$ cat src/rtl/mmx_pkg.sv
package mmx_pkg;

  typedef enum logic [1:0] {
    DIM_I = 2'd0,
    DIM_K = 2'd1,
    DIM_J = 2'd2
  } dim_e;

  typedef enum logic {
    ST_IDLE = 1'b0,
    ST_RUN  = 1'b1
  } st_e;

  localparam int NLVL       = 3;
  localparam int NUM_ORDERS = 6;

  // Packed {outer, middle, inner} dimension codes for one order code.
  function automatic logic [5:0] order_map(input logic [2:0] ord);
    case (ord)
      3'd1:    return {DIM_K, DIM_J, DIM_I};
      3'd2:    return {DIM_I, DIM_K, DIM_J};
      3'd3:    return {DIM_J, DIM_K, DIM_I};
      3'd4:    return {DIM_I, DIM_J, DIM_K};
      3'd5:    return {DIM_J, DIM_I, DIM_K};
      default: return {DIM_K, DIM_I, DIM_J};
    endcase
  endfunction

  // Dimension driven by a loop level (0 outer .. 2 inner).
  function automatic dim_e level_dim(input logic [2:0] ord, input int lvl);
    logic [5:0] m;
    m = order_map(ord);
    case (lvl)
      0:       return dim_e'(m[5:4]);
      1:       return dim_e'(m[3:2]);
      default: return dim_e'(m[1:0]);
    endcase
  endfunction

  // Loop level that drives a dimension.
  function automatic int level_of(input logic [2:0] ord, input dim_e d);
    for (int l = 0; l < NLVL; l++) begin
      if (level_dim(ord, l) == d) return l;
    end
    return 0;
  endfunction

  // Counter value to index, with optional reversal.
  function automatic int place(input int cnt, input int size, input logic rev);
    return rev ? (size - 1 - cnt) : cnt;
  endfunction

  // Row-major element offset.
  function automatic int row_major(input int r, input int ncols, input int c);
    return r * ncols + c;
  endfunction

endpackage

$ cat src/rtl/mmx_cfg_check.sv
module mmx_cfg_check
  import mmx_pkg::*;
#(
  parameter int DIM_W   = 7,
  parameter int MAX_OPS = 127
) (
  input  logic [DIM_W-1:0] size_x,
  input  logic [DIM_W-1:0] size_k,
  input  logic [DIM_W-1:0] size_y,
  input  logic [2:0]       order,
  output logic             ok
);

  localparam int PROD_W = 3 * DIM_W;

  logic [PROD_W-1:0] total;
  logic              size_ok;
  logic              order_ok;

  always_comb begin
    total    = PROD_W'(size_x) * PROD_W'(size_k) * PROD_W'(size_y);
    size_ok  = (total != '0) && (total <= PROD_W'(MAX_OPS));
    order_ok = (order < 3'(NUM_ORDERS));
    ok       = size_ok && order_ok;
  end

endmodule

$ cat src/rtl/mmx_loop_ctr.sv
module mmx_loop_ctr #(
  parameter int CNT_W = 7
) (
  input  logic             clk,
  input  logic             rst,
  input  logic             clear,
  input  logic             step,
  input  logic [CNT_W-1:0] limit,
  output logic [CNT_W-1:0] cnt,
  output logic             at_max,
  output logic             carry
);

  assign at_max = (cnt == limit);
  assign carry  = step & at_max;

  always_ff @(posedge clk) begin
    if (rst || clear) begin
      cnt <= '0;
    end else if (step) begin
      cnt <= at_max ? '0 : cnt + 1'b1;
    end
  end

  // a stepping counter never sits past its wrap point
  a_r1_cnt_bounded: assert property (@(posedge clk) disable iff (rst)
    (step && !clear) |-> (cnt <= limit));

endmodule

$ cat src/rtl/mmx_ofs_calc.sv
module mmx_ofs_calc
  import mmx_pkg::*;
#(
  parameter int DIM_W = 7,
  parameter int OFS_W = 7
) (
  input  logic [NLVL-1:0][DIM_W-1:0] lvl_cnt,
  input  logic [2:0]                 order,
  input  logic [DIM_W-1:0]           size_x,
  input  logic [DIM_W-1:0]           size_k,
  input  logic [DIM_W-1:0]           size_y,
  input  logic                       rev_x,
  input  logic                       rev_k,
  input  logic                       rev_y,
  output logic [OFS_W-1:0]           ofs_a,
  output logic [OFS_W-1:0]           ofs_b,
  output logic [OFS_W-1:0]           ofs_c
);

  int idx_i, idx_k, idx_j;

  always_comb begin
    idx_i = place(int'(lvl_cnt[level_of(order, DIM_I)]), int'(size_x), rev_x);
    idx_k = place(int'(lvl_cnt[level_of(order, DIM_K)]), int'(size_k), rev_k);
    idx_j = place(int'(lvl_cnt[level_of(order, DIM_J)]), int'(size_y), rev_y);
    ofs_a = OFS_W'(row_major(idx_i, int'(size_k), idx_k));
    ofs_b = OFS_W'(row_major(idx_k, int'(size_y), idx_j));
    ofs_c = OFS_W'(row_major(idx_i, int'(size_y), idx_j));
  end

endmodule

$ cat src/rtl/mmx_index_seq.sv
module mmx_index_seq
  import mmx_pkg::*;
#(
  parameter int DIM_W   = 7,
  parameter int OFS_W   = 7,
  parameter int MAX_OPS = 127
) (
  input  logic             clk,
  input  logic             rst,
  input  logic             start,
  input  logic [DIM_W-1:0] cfg_size_x,
  input  logic [DIM_W-1:0] cfg_size_k,
  input  logic [DIM_W-1:0] cfg_size_y,
  input  logic [2:0]       cfg_order,
  input  logic             cfg_rev_x,
  input  logic             cfg_rev_k,
  input  logic             cfg_rev_y,
  input  logic             ready,
  output logic             valid,
  output logic [OFS_W-1:0] ofs_a,
  output logic [OFS_W-1:0] ofs_b,
  output logic [OFS_W-1:0] ofs_c,
  output logic             last,
  output logic             cfg_err
);

  // Latched configuration
  logic [DIM_W-1:0] sx_q, sk_q, sy_q;
  logic [2:0]       ord_q;
  logic             rx_q, rk_q, ry_q;
  st_e              st_q;
  logic             err_q;

  // Named internal events
  logic                        cfg_ok;
  logic                        adv;
  logic                        wrap_all;
  logic [NLVL-1:0]             step_v;
  logic [NLVL-1:0]             carry_v;
  logic [NLVL-1:0]             max_v;
  logic [NLVL-1:0][DIM_W-1:0]  lvl_cnt;
  logic [NLVL-1:0][DIM_W-1:0]  lvl_lim;

  mmx_cfg_check #(.DIM_W(DIM_W), .MAX_OPS(MAX_OPS)) u_cfg (
    .size_x (cfg_size_x),
    .size_k (cfg_size_k),
    .size_y (cfg_size_y),
    .order  (cfg_order),
    .ok     (cfg_ok)
  );

  assign valid    = (st_q == ST_RUN);
  assign adv      = valid & ready;
  assign last     = valid & (&max_v);
  assign wrap_all = carry_v[0];
  assign cfg_err  = err_q;

  // Per-level wrap limits follow the latched order
  always_comb begin
    for (int l = 0; l < NLVL; l++) begin
      case (level_dim(ord_q, l))
        DIM_I:   lvl_lim[l] = sx_q - 1'b1;
        DIM_K:   lvl_lim[l] = sk_q - 1'b1;
        default: lvl_lim[l] = sy_q - 1'b1;
      endcase
    end
  end

  for (genvar l = 0; l < NLVL; l++) begin : g_lvl
    if (l == NLVL - 1) begin : g_inner
      assign step_v[l] = adv;
    end else begin : g_outer
      assign step_v[l] = carry_v[l+1];
    end
    mmx_loop_ctr #(.CNT_W(DIM_W)) u_ctr (
      .clk    (clk),
      .rst    (rst),
      .clear  (start),
      .step   (step_v[l]),
      .limit  (lvl_lim[l]),
      .cnt    (lvl_cnt[l]),
      .at_max (max_v[l]),
      .carry  (carry_v[l])
    );
  end

  mmx_ofs_calc #(.DIM_W(DIM_W), .OFS_W(OFS_W)) u_ofs (
    .lvl_cnt (lvl_cnt),
    .order   (ord_q),
    .size_x  (sx_q),
    .size_k  (sk_q),
    .size_y  (sy_q),
    .rev_x   (rx_q),
    .rev_k   (rk_q),
    .rev_y   (ry_q),
    .ofs_a   (ofs_a),
    .ofs_b   (ofs_b),
    .ofs_c   (ofs_c)
  );

  always_ff @(posedge clk) begin
    if (rst) begin
      st_q  <= ST_IDLE;
      err_q <= 1'b0;
      sx_q  <= '0;
      sk_q  <= '0;
      sy_q  <= '0;
      ord_q <= '0;
      rx_q  <= 1'b0;
      rk_q  <= 1'b0;
      ry_q  <= 1'b0;
    end else if (start) begin
      sx_q  <= cfg_size_x;
      sk_q  <= cfg_size_k;
      sy_q  <= cfg_size_y;
      ord_q <= cfg_order;
      rx_q  <= cfg_rev_x;
      rk_q  <= cfg_rev_k;
      ry_q  <= cfg_rev_y;
      st_q  <= cfg_ok ? ST_RUN : ST_IDLE;
      err_q <= ~cfg_ok;
    end else if (wrap_all) begin
      st_q  <= ST_IDLE;
    end
  end

  // a refused configuration never presents a triple
  a_r4_err_blocks_valid: assert property (@(posedge clk) disable iff (rst)
    cfg_err |-> !valid);

  // C offset stays inside the latched X*Y matrix
  a_r5_c_in_range: assert property (@(posedge clk) disable iff (rst)
    valid |-> (int'(ofs_c) < int'(sx_q) * int'(sy_q)));

  // default order never repeats a C element back to back
  a_r6_default_c_moves: assert property (@(posedge clk) disable iff (rst)
    (adv && !last && !start && ord_q == 3'd0 && sy_q > 1) |=>
      (ofs_c != $past(ofs_c)));

  // an accepted start presents a triple next cycle
  a_r7_start_runs: assert property (@(posedge clk) disable iff (rst)
    (start && cfg_ok) |=> valid);

  // stalled triple holds
  a_r8_hold: assert property (@(posedge clk) disable iff (rst)
    (valid && !ready && !start) |=>
      (valid && $stable(ofs_a) && $stable(ofs_b) && $stable(ofs_c)));

  // accepted final triple ends the run
  a_r9_last_ends: assert property (@(posedge clk) disable iff (rst)
    (adv && last && !start) |=> !valid);

endmodule

$ cat config.mk
export PLATFORM = sky130hd
export DESIGN_NAME = mmx_index_seq
export DESIGN_NICKNAME = d
export VERILOG_FILES = /design/src/rtl/mmx_pkg.sv /design/src/rtl/mmx_cfg_check.sv /design/src/rtl/mmx_loop_ctr.sv /design/src/rtl/mmx_ofs_calc.sv /design/src/rtl/mmx_index_seq.sv
export SDC_FILE = /design/constraint.sdc
export NUM_CORES = 1
export LEC_CHECK = 0
export CAP_MARGIN = 40
export CORE_AREA = 3 3 142 144
export CTS_CLUSTER_SIZE = 28
export DETAILED_ROUTE_END_ITERATION = 7
export DIE_AREA = 0 0 145 147
export DONT_BUFFER_PORTS = 1
export PLACE_DENSITY = 0.89
export SYNTH_ARGS = -nofsm -noshare
export SYNTH_HDL_FRONTEND = slang
export SYNTH_HIERARCHICAL = 1
export SYNTH_SLANG_ARGS = --single-unit
$ cat constraint.sdc
create_clock -name clk -period 19.93 [get_ports clk]
set_input_delay 3.986 -clock clk [delete_from_list [all_inputs] [get_ports clk]]
set_output_delay 3.986 -clock clk [all_outputs]
set_load 0.01 [all_outputs]
==> results of run 1 <==
-- sequential cells by signal, indices dropped and copies added (netlist names), 3 cells and up --
name and flops:
g_lvl.u_ctr/cnt 21, ord_q 3, sk_q 7, sx_q 7
sy_q 7
-- stage by stage --
stage,std cells,utilization
3_5_place_dp,1699,0.661
6_report,1708,0.669
4_1_cts,1707,0.668
5_1_grt,1708,0.669
2_1_floorplan,1477,-
3_3_place_gp,1699,0.661
-- worst max path at each step --
stage	endpoint	slack, ns	cells after the start
2_1_floorplan	valid$_SDFFE_PP0P_	7.85	29
5_1_grt	valid$_SDFFE_PP0P_	7.09	28
4_1_cts	valid$_SDFFE_PP0P_	7.62	28
6_report	valid$_SDFFE_PP0P_	7.62	28
3_5_place_dp	valid$_SDFFE_PP0P_	7.34	28
3_3_place_gp	valid$_SDFFE_PP0P_	7.65	28
-- layout make-up --
cell class | count | area (um2)
Multi-Input combinational cell | 1179 | 10300
Sequential cell | 50 | 1000
Inverter | 208 | 781
Tap cell | 260 | 325
Clock buffer | 6 | 129
Fill cell | 1472 | 6240
Clock inverter | 2 | 13.8
Timing Repair Buffer | 3 | 20.0
-- synthesized netlist by cell type (36+ instances only) --
library cell / instances / share of area
nor2_1: 112 / 0.034
ha_1: 157 / 0.16
a21oi_1: 45 / 0.018
dfxtp_1: 50 / 0.081
and2_1: 111 / 0.057
xor2_1: 36 / 0.026
fa_1: 122 / 0.20
nand2_1: 116 / 0.035
mux2i_1: 52 / 0.042
o21ai_0: 55 / 0.022
xnor2_1: 83 / 0.059
inv_1: 208 / 0.064
-- critical path: stages --
cell	delay, ns
nand2_1	0.06
fa_1	0.52
fa_1	0.55
fa_1	0.57
inv_1	0.06
fa_1	0.47
ha_1	0.35
a21boi_0	0.16
o21ai_0	0.25
a21oi_1	0.20
nor3_1	0.64
nor3_1	0.15
fa_1	0.57
inv_1	0.05
fa_1	0.48
fa_1	0.55
inv_1	0.06
fa_1	0.48
ha_1	0.39
nand4_1	0.17
or3_1	0.40
o211ai_1	0.17
o311ai_0	0.20
a2111oi_2	0.39
nand4_1	0.15
nor4b_2	0.33
a21oi_1	0.11
nor2_1	0.08
-- cells in the final DEF, fill, tap and decap left out, types with 5 or more instances in the layout --
master,count
a211oi_1,10
a21boi_0,8
a21o_1,13
a21oi_1,45
and2_1,111
and3_1,11
clkbuf_16,5
dfxtp_1,50
fa_1,122
ha_1,157
inv_1,208
mux2_2,6
mux2i_1,52
nand2_1,116
nand2b_1,13
nand3_1,11
nand3b_1,5
nand4_1,9
nor2_1,112
nor2b_1,22
nor3_1,33
nor3b_1,16
o211ai_1,11
o21a_1,11
o21ai_0,55
o221ai_1,10
o22a_1,5
o31a_1,6
o31ai_1,6
or3_1,8
xnor2_1,83
xnor3_1,7
xor2_1,36
-- cells by family (layout without fill, tap and decap cells) --
logic type,Yosys count,after routing,synth area share
AND/OR/NAND/NOR,495,495,0.209
adder cells (fa/ha/maj),279,279,0.359
buffers and inverters,248,219,0.0786
AO/OA/AOI/OAI,218,218,0.122
XOR/XNOR,127,127,0.0996
multiplexers,60,60,0.0503
flip-flops,50,50,0.0815
-- per-layer routing --
layer,up-vias,wire (um)
li1,4843,-
met1,4960,11900
met2,448,15100
met3,111,1750
met4,0,1370
met5,-,0
==> summary.txt, run 1 <==
Drt
  • Overall routed net length: 30200 um
  • DRT Pass-1 Iters: 5
  • Drt wl/cell: 17.7 um
  • Avg Vias per Cell: 6.07
  • Post-route ant nets: 0
  • First-iteration detailed-routing DRC count: 632
  • DRC viols: 0
  • Vias post-DR: 10400

Yosys
  • Async SR Flop Fraction: 0
  • Synthesized cell area: 12300 um2
  • Post-synth cell types: 82
  • Post-synth net total: 1787
  • Post-synthesis sequential element count: 50
  • Avg Cell Area, Syn: 8.32 um2
  • Yosys warnings: 6
  • EDFF count, synth: 0
  • Main synth FF type: dfxtp_1
  • Synth Instances: 1477
  • Register area share after synthesis: 0.0815

Setup path
  • Reg2Reg Depth: 14
  • Worst Path Arrival: 12.55 ns
  • CP required: 20.17 ns
  • Crit path from: cfg_size_x[0]
  • Crit path launch type: input port
  • Worst r2r src: sy_q[0]$_SDFFE_PP0P_
  • Reg2reg setup slack: 14.99 ns
  • Crit Path Class: in2reg
  • Reg2Reg Capture Point: g_lvl[0].u_ctr/cnt[6]$_SDFFE_PP0P_
  • Critical Path Sink Type: register
  • Worst-path fanout max: 14

Floorplanning
  • Die Ht: 147 um
  • Core area: 18800 um2
  • Die Wd: 145 um
  • Initial Utilization: 0.652
  • Die Area: 21300 um2
  • Site Rows: 50
  • I/O pin cnt: 55

Global routing
  • Peak-usage layer in the global routing report: met2
  • Met2 Use GR: 0.507
  • First-pass GRT wire length: 50600 um
  • Met3 Usage GRT: 0.0247
  • Antenna violations before repair: 0
  • Vias in the first global route: 10500
  • Total track usage: 0.282
  • Largest net degree at the start of global routing: 35
  • Global route overflow: 0
  • Met1 Usage GRT: 0.341

Final layout
  • Area Overhead vs Synth: 2.46%
  • Ant. Diodes: 0
  • Cell area after layout: 12600 um2
  • Final #Nets: 1757
  • Share of layout cells above drive strength 1: 0.0290

Worst hold path
  • Worst Min Path Start: cfg_err$_SDFFE_PP0P_
  • Worst hold path depth: 2
  • Worst hold path class: reg2reg
  • Worst hold endpoint: cfg_err$_SDFFE_PP0P_

Placed design
  • Worst slack at placement: 7.34 ns
  • Dpl cell area: 12400 um2
  • Port Buffers: 0
  • GPL Wtd Cong: 0.935
  • DPL Wire Length: 24300 um

Timing
  • Final TNS setup: 0 ns
  • Tcrit/Tclk final: 0.618
  • RSZ-0062 raised after global routing: no
  • Max-slew headroom: 0.417
  • Fin crit period: 12.31 ns
  • Fin. max-slew vios: 0
  • Least-Margin Pin Slew: 0.851 ns
  • Final Hold Fails: 0
  • Min setup slack post-route: 7.62 ns
  • Worst Skew: 0.0147 ns
  • Fmax: 81.2 MHz
  • Final Setup Violations: 0
  • WHS: 0.566 ns

Clock network
  • Num CTS Buffers: 5
  • CTS tree: built
  • Post-CTS Setup Bufs: 0
  • Clock Sinks: 50
  • Cts hold-fix bufs: 0
  • Bufs on Longest Clock Path: 2
  • CTS H-Tree Depth: 2
  • Clk slew on worst S/H paths: 0.07 ns
  • Cts repair resizes: 0
  • Root buf cell: clkbuf_16
  • Clock Latency Late Sink: 0.30 ns

Run status
  • Outcome: finished, final reports clean

Flow run
  • Maxcap violations: 0
Power of run 1 is not shown: default switching activity piles up to over one toggle a cycle in this logic, so the estimate is an artifact.
==> run 2, diff against run 1 <==
--- a/config.mk
+++ b/config.mk
@@ -6,12 +6,12 @@
 export NUM_CORES = 1
 export LEC_CHECK = 0
 export CAP_MARGIN = 40
-export CORE_AREA = 3 3 142 144
+export CORE_AREA = 3 3 146 148
 export CTS_CLUSTER_SIZE = 28
 export DETAILED_ROUTE_END_ITERATION = 7
-export DIE_AREA = 0 0 145 147
+export DIE_AREA = 0 0 149 151
 export DONT_BUFFER_PORTS = 1
-export PLACE_DENSITY = 0.89
+export PLACE_DENSITY = 0.88
 export SYNTH_ARGS = -nofsm -noshare
 export SYNTH_HDL_FRONTEND = slang
 export SYNTH_HIERARCHICAL = 1
==> constraint.sdc (replaced) <==
create_clock -name clk -period 10.8 [get_ports clk]
set_input_delay 2.16 -clock clk [delete_from_list [all_inputs] [get_ports clk]]
set_output_delay 2.16 -clock clk [all_outputs]
set_load 0.01 [all_outputs]
==> run 2 against run 1 <==
Effect of this change:
- design area up 0.72%
- setup slack got worse by 7.1 ns
- die area grew 5.6%
- core utilization shrank 4.0 points
- wire length is 5.0% higher
- final cell count up 0.88%
- via count rose by 0.65%
- highest routed layer unchanged
- global-route usage is 0.26 points lower
- critical path depth stayed put
- hold slack got worse by 0.0029 ns
- critical endpoint unchanged
- sequential cell count is the same
- register-to-register slack worse by 8.9 ns
==> summary.txt, run 2 (synthesis gave the netlist of run 1 again) <==
Run status
  • Outcome: finished, final reports clean (unchanged)

Placed design
  • DPL Wire Length: 25100 um (was 24300 um)
  • Dpl cell area: 12500 um2 (was 12400 um2)
  • Port Buffers: 0 (unchanged)
  • Worst slack at placement: -0.0151 ns (was 7.34 ns)
  • Placed cells: 1714 (was 1699)
  • GPL Wtd Cong: 0.928 (was 0.935)

Clock network
  • Clock Latency Late Sink: 0.29 ns (was 0.30 ns)
  • CTS H-Tree Depth: 2 (unchanged)
  • Cts hold-fix bufs: 0 (unchanged)
  • Clock Sinks: 50 (unchanged)
  • Clk slew on worst S/H paths: 0.07 ns (about the same)
  • Num CTS Buffers: 5 (unchanged)
  • Bufs on Longest Clock Path: 2 (unchanged)
  • CTS tree: built (unchanged)
  • Root buf cell: clkbuf_16 (unchanged)

Final layout
  • Commonest non-fill, non-tap cell in the layout: inv_1 (unchanged)
  • Share of layout cells above drive strength 1: 0.0331 (was 0.0290)
  • Fill cells: 1617 (was 1472)
  • Cell area after layout: 12700 um2 (was 12600 um2)
  • Area Overhead vs Synth: 3.20% (was 2.46%)
  • Largest Register: g_lvl.u_ctr/cnt (unchanged)
  • Final #Nets: 1761 (was 1757)
  • Max reg flops: 21 (unchanged)
  • FF/Latch Area: 1000 um2 (unchanged)
  • Fin cells: 1723 (was 1708)
  • Multi-input logic area: 10300 um2 (about the same)
  • Most frequent cells in the layout: inv_1, ha_1, fa_1 (unchanged)

Timing
  • Worst Skew: 0.00508 ns (was 0.0147 ns)
  • Tcrit/Tclk final: 0.956
  • Max-slew headroom: 0.364 (was 0.417)
  • Fin. max-slew vios: 0 (unchanged)
  • RSZ-0062 raised after global routing: no (unchanged)
  • Fmax: 96.8 MHz
  • Least-Margin Pin Slew: 0.951 ns (was 0.851 ns)
  • WHS: 0.563 ns (was 0.566 ns)
  • Min setup slack post-route: 0.473 ns (was 7.62 ns)
  • Final Hold Fails: 0 (unchanged)
  • Fin crit period: 10.33 ns
  • Final Setup Violations: 0 (unchanged)

Global routing
  • Antenna violations before repair: 0 (unchanged)
  • First-pass GRT wire length: 51100 um (was 50600 um)
  • Largest net degree at the start of global routing: 35 (unchanged)
  • Vias in the first global route: 10600 (was 10500)
  • Global route overflow: 0 (unchanged)
  • Total track usage: 0.279 (was 0.282)

Floorplanning
  • Die Ht: 151 um (was 147 um)
  • Die Area: 22500 um2 (was 21300 um2)
  • Site Rows: 52 (was 50)
  • Die Wd: 149 um (was 145 um)
  • Core area: 20200 um2 (was 18800 um2)
  • Initial Utilization: 0.609 (was 0.652)
  • I/O pin cnt: 55 (unchanged)

Setup path
  • CP Buf/Inv Count: 3 (unchanged)
  • Largest stage delay on the critical path: 0.57 ns (was 0.64 ns)
  • Worst r2r src: sy_q[0]$_SDFFE_PP0P_ (unchanged)
  • CP dominant cell by count: fa_1 (unchanged)
  • Crit Path Class: in2reg (unchanged)
  • Slowest CP cell: fa_1 (was nor3_1)
  • Crit path from: cfg_size_x[0] (unchanged)
  • Worst-path fanout max: 14 (unchanged)
  • Crit path launch type: input port (unchanged)
  • CP required: 11.04 ns (was 20.17 ns)
  • Critical Path Sink Type: register (unchanged)
  • Top delay family on crit path: adder cells (unchanged)
  • Worst Path Arrival: 10.57 ns (was 12.55 ns)

Drt
  • Post-route ant nets: 0 (unchanged)
  • Avg Vias per Cell: 6.05 (was 6.07)
  • DRT Pass-1 Iters: 6 (was 5)
  • DRC viols: 0 (unchanged)
  • Drt wl/cell: 18.4 um (was 17.7 um)
  • Overall routed net length: 31700 um (was 30200 um)
  • Vias post-DR: 10400 (about the same)
  • First-iteration detailed-routing DRC count: 682 (was 632)

Worst hold path
  • Worst hold path class: reg2reg (unchanged)
  • Worst Min Path Start: cfg_err$_SDFFE_PP0P_ (unchanged)

Flow run
  • Maxcap violations: 0 (unchanged)
-- run 2: repair_timing --
action,CTS,global route
resized for setup,0,6
setup buffers,0,0
endpoints found under the setup margin,0,2
-- run 2: tightest hold or removal path: cells and delay by family, from the launching register on --
family	cells	cell delay, ns
AOI/OAI and AO/OA	1	0.05
DFF	1	0.36
and+or+nand+nor	1	0.11
-- run 2: layout make-up --
class                           instances  share of cell area
Sequential cell                        50              0.0789
Clock buffer                            7              0.0105
Inverter                              208              0.0616
Timing Repair Buffer                    7             0.00395
Tap cell                              270              0.0266
Clock inverter                          1             0.00237
Antenna cell                            1            0.000197
Multi-Input combinational cell       1179               0.816
-- run 2: metrics by stage --
stage | util | setup TNS [ns]
floorplan | - | 0
global placement | 0.619 | 0
detailed placement | 0.619 | -0.0235
CTS | 0.627 | 0
global route | 0.629 | 0
finish | 0.629 | 0
-- run 2: worst paths after layout --
check                                        to  slack [ns]  cells after the start
min reg2reg                cfg_err$_SDFFE_PP0P_        0.56                      2
max                          valid$_SDFFE_PP0P_        0.47                     28
min                        cfg_err$_SDFFE_PP0P_        0.56                      2
max reg2reg  g_lvl[0].u_ctr/cnt[5]$_SDFFE_PP0P_        6.06                     14
-- run 2: layer usage --
| metal | up-vias | track usage | share of wire |
|---|---|---|---|
| li1 | 4847 | - | - |
| met5 | - | 0 | 0 |
| met4 | 0 | 0.148 | 0.051 |
| met1 | 4993 | 0.329 | 0.39 |
| met3 | 137 | 0.0374 | 0.061 |
| met2 | 452 | 0.496 | 0.50 |
Power of run 2 is left out for the same reason.
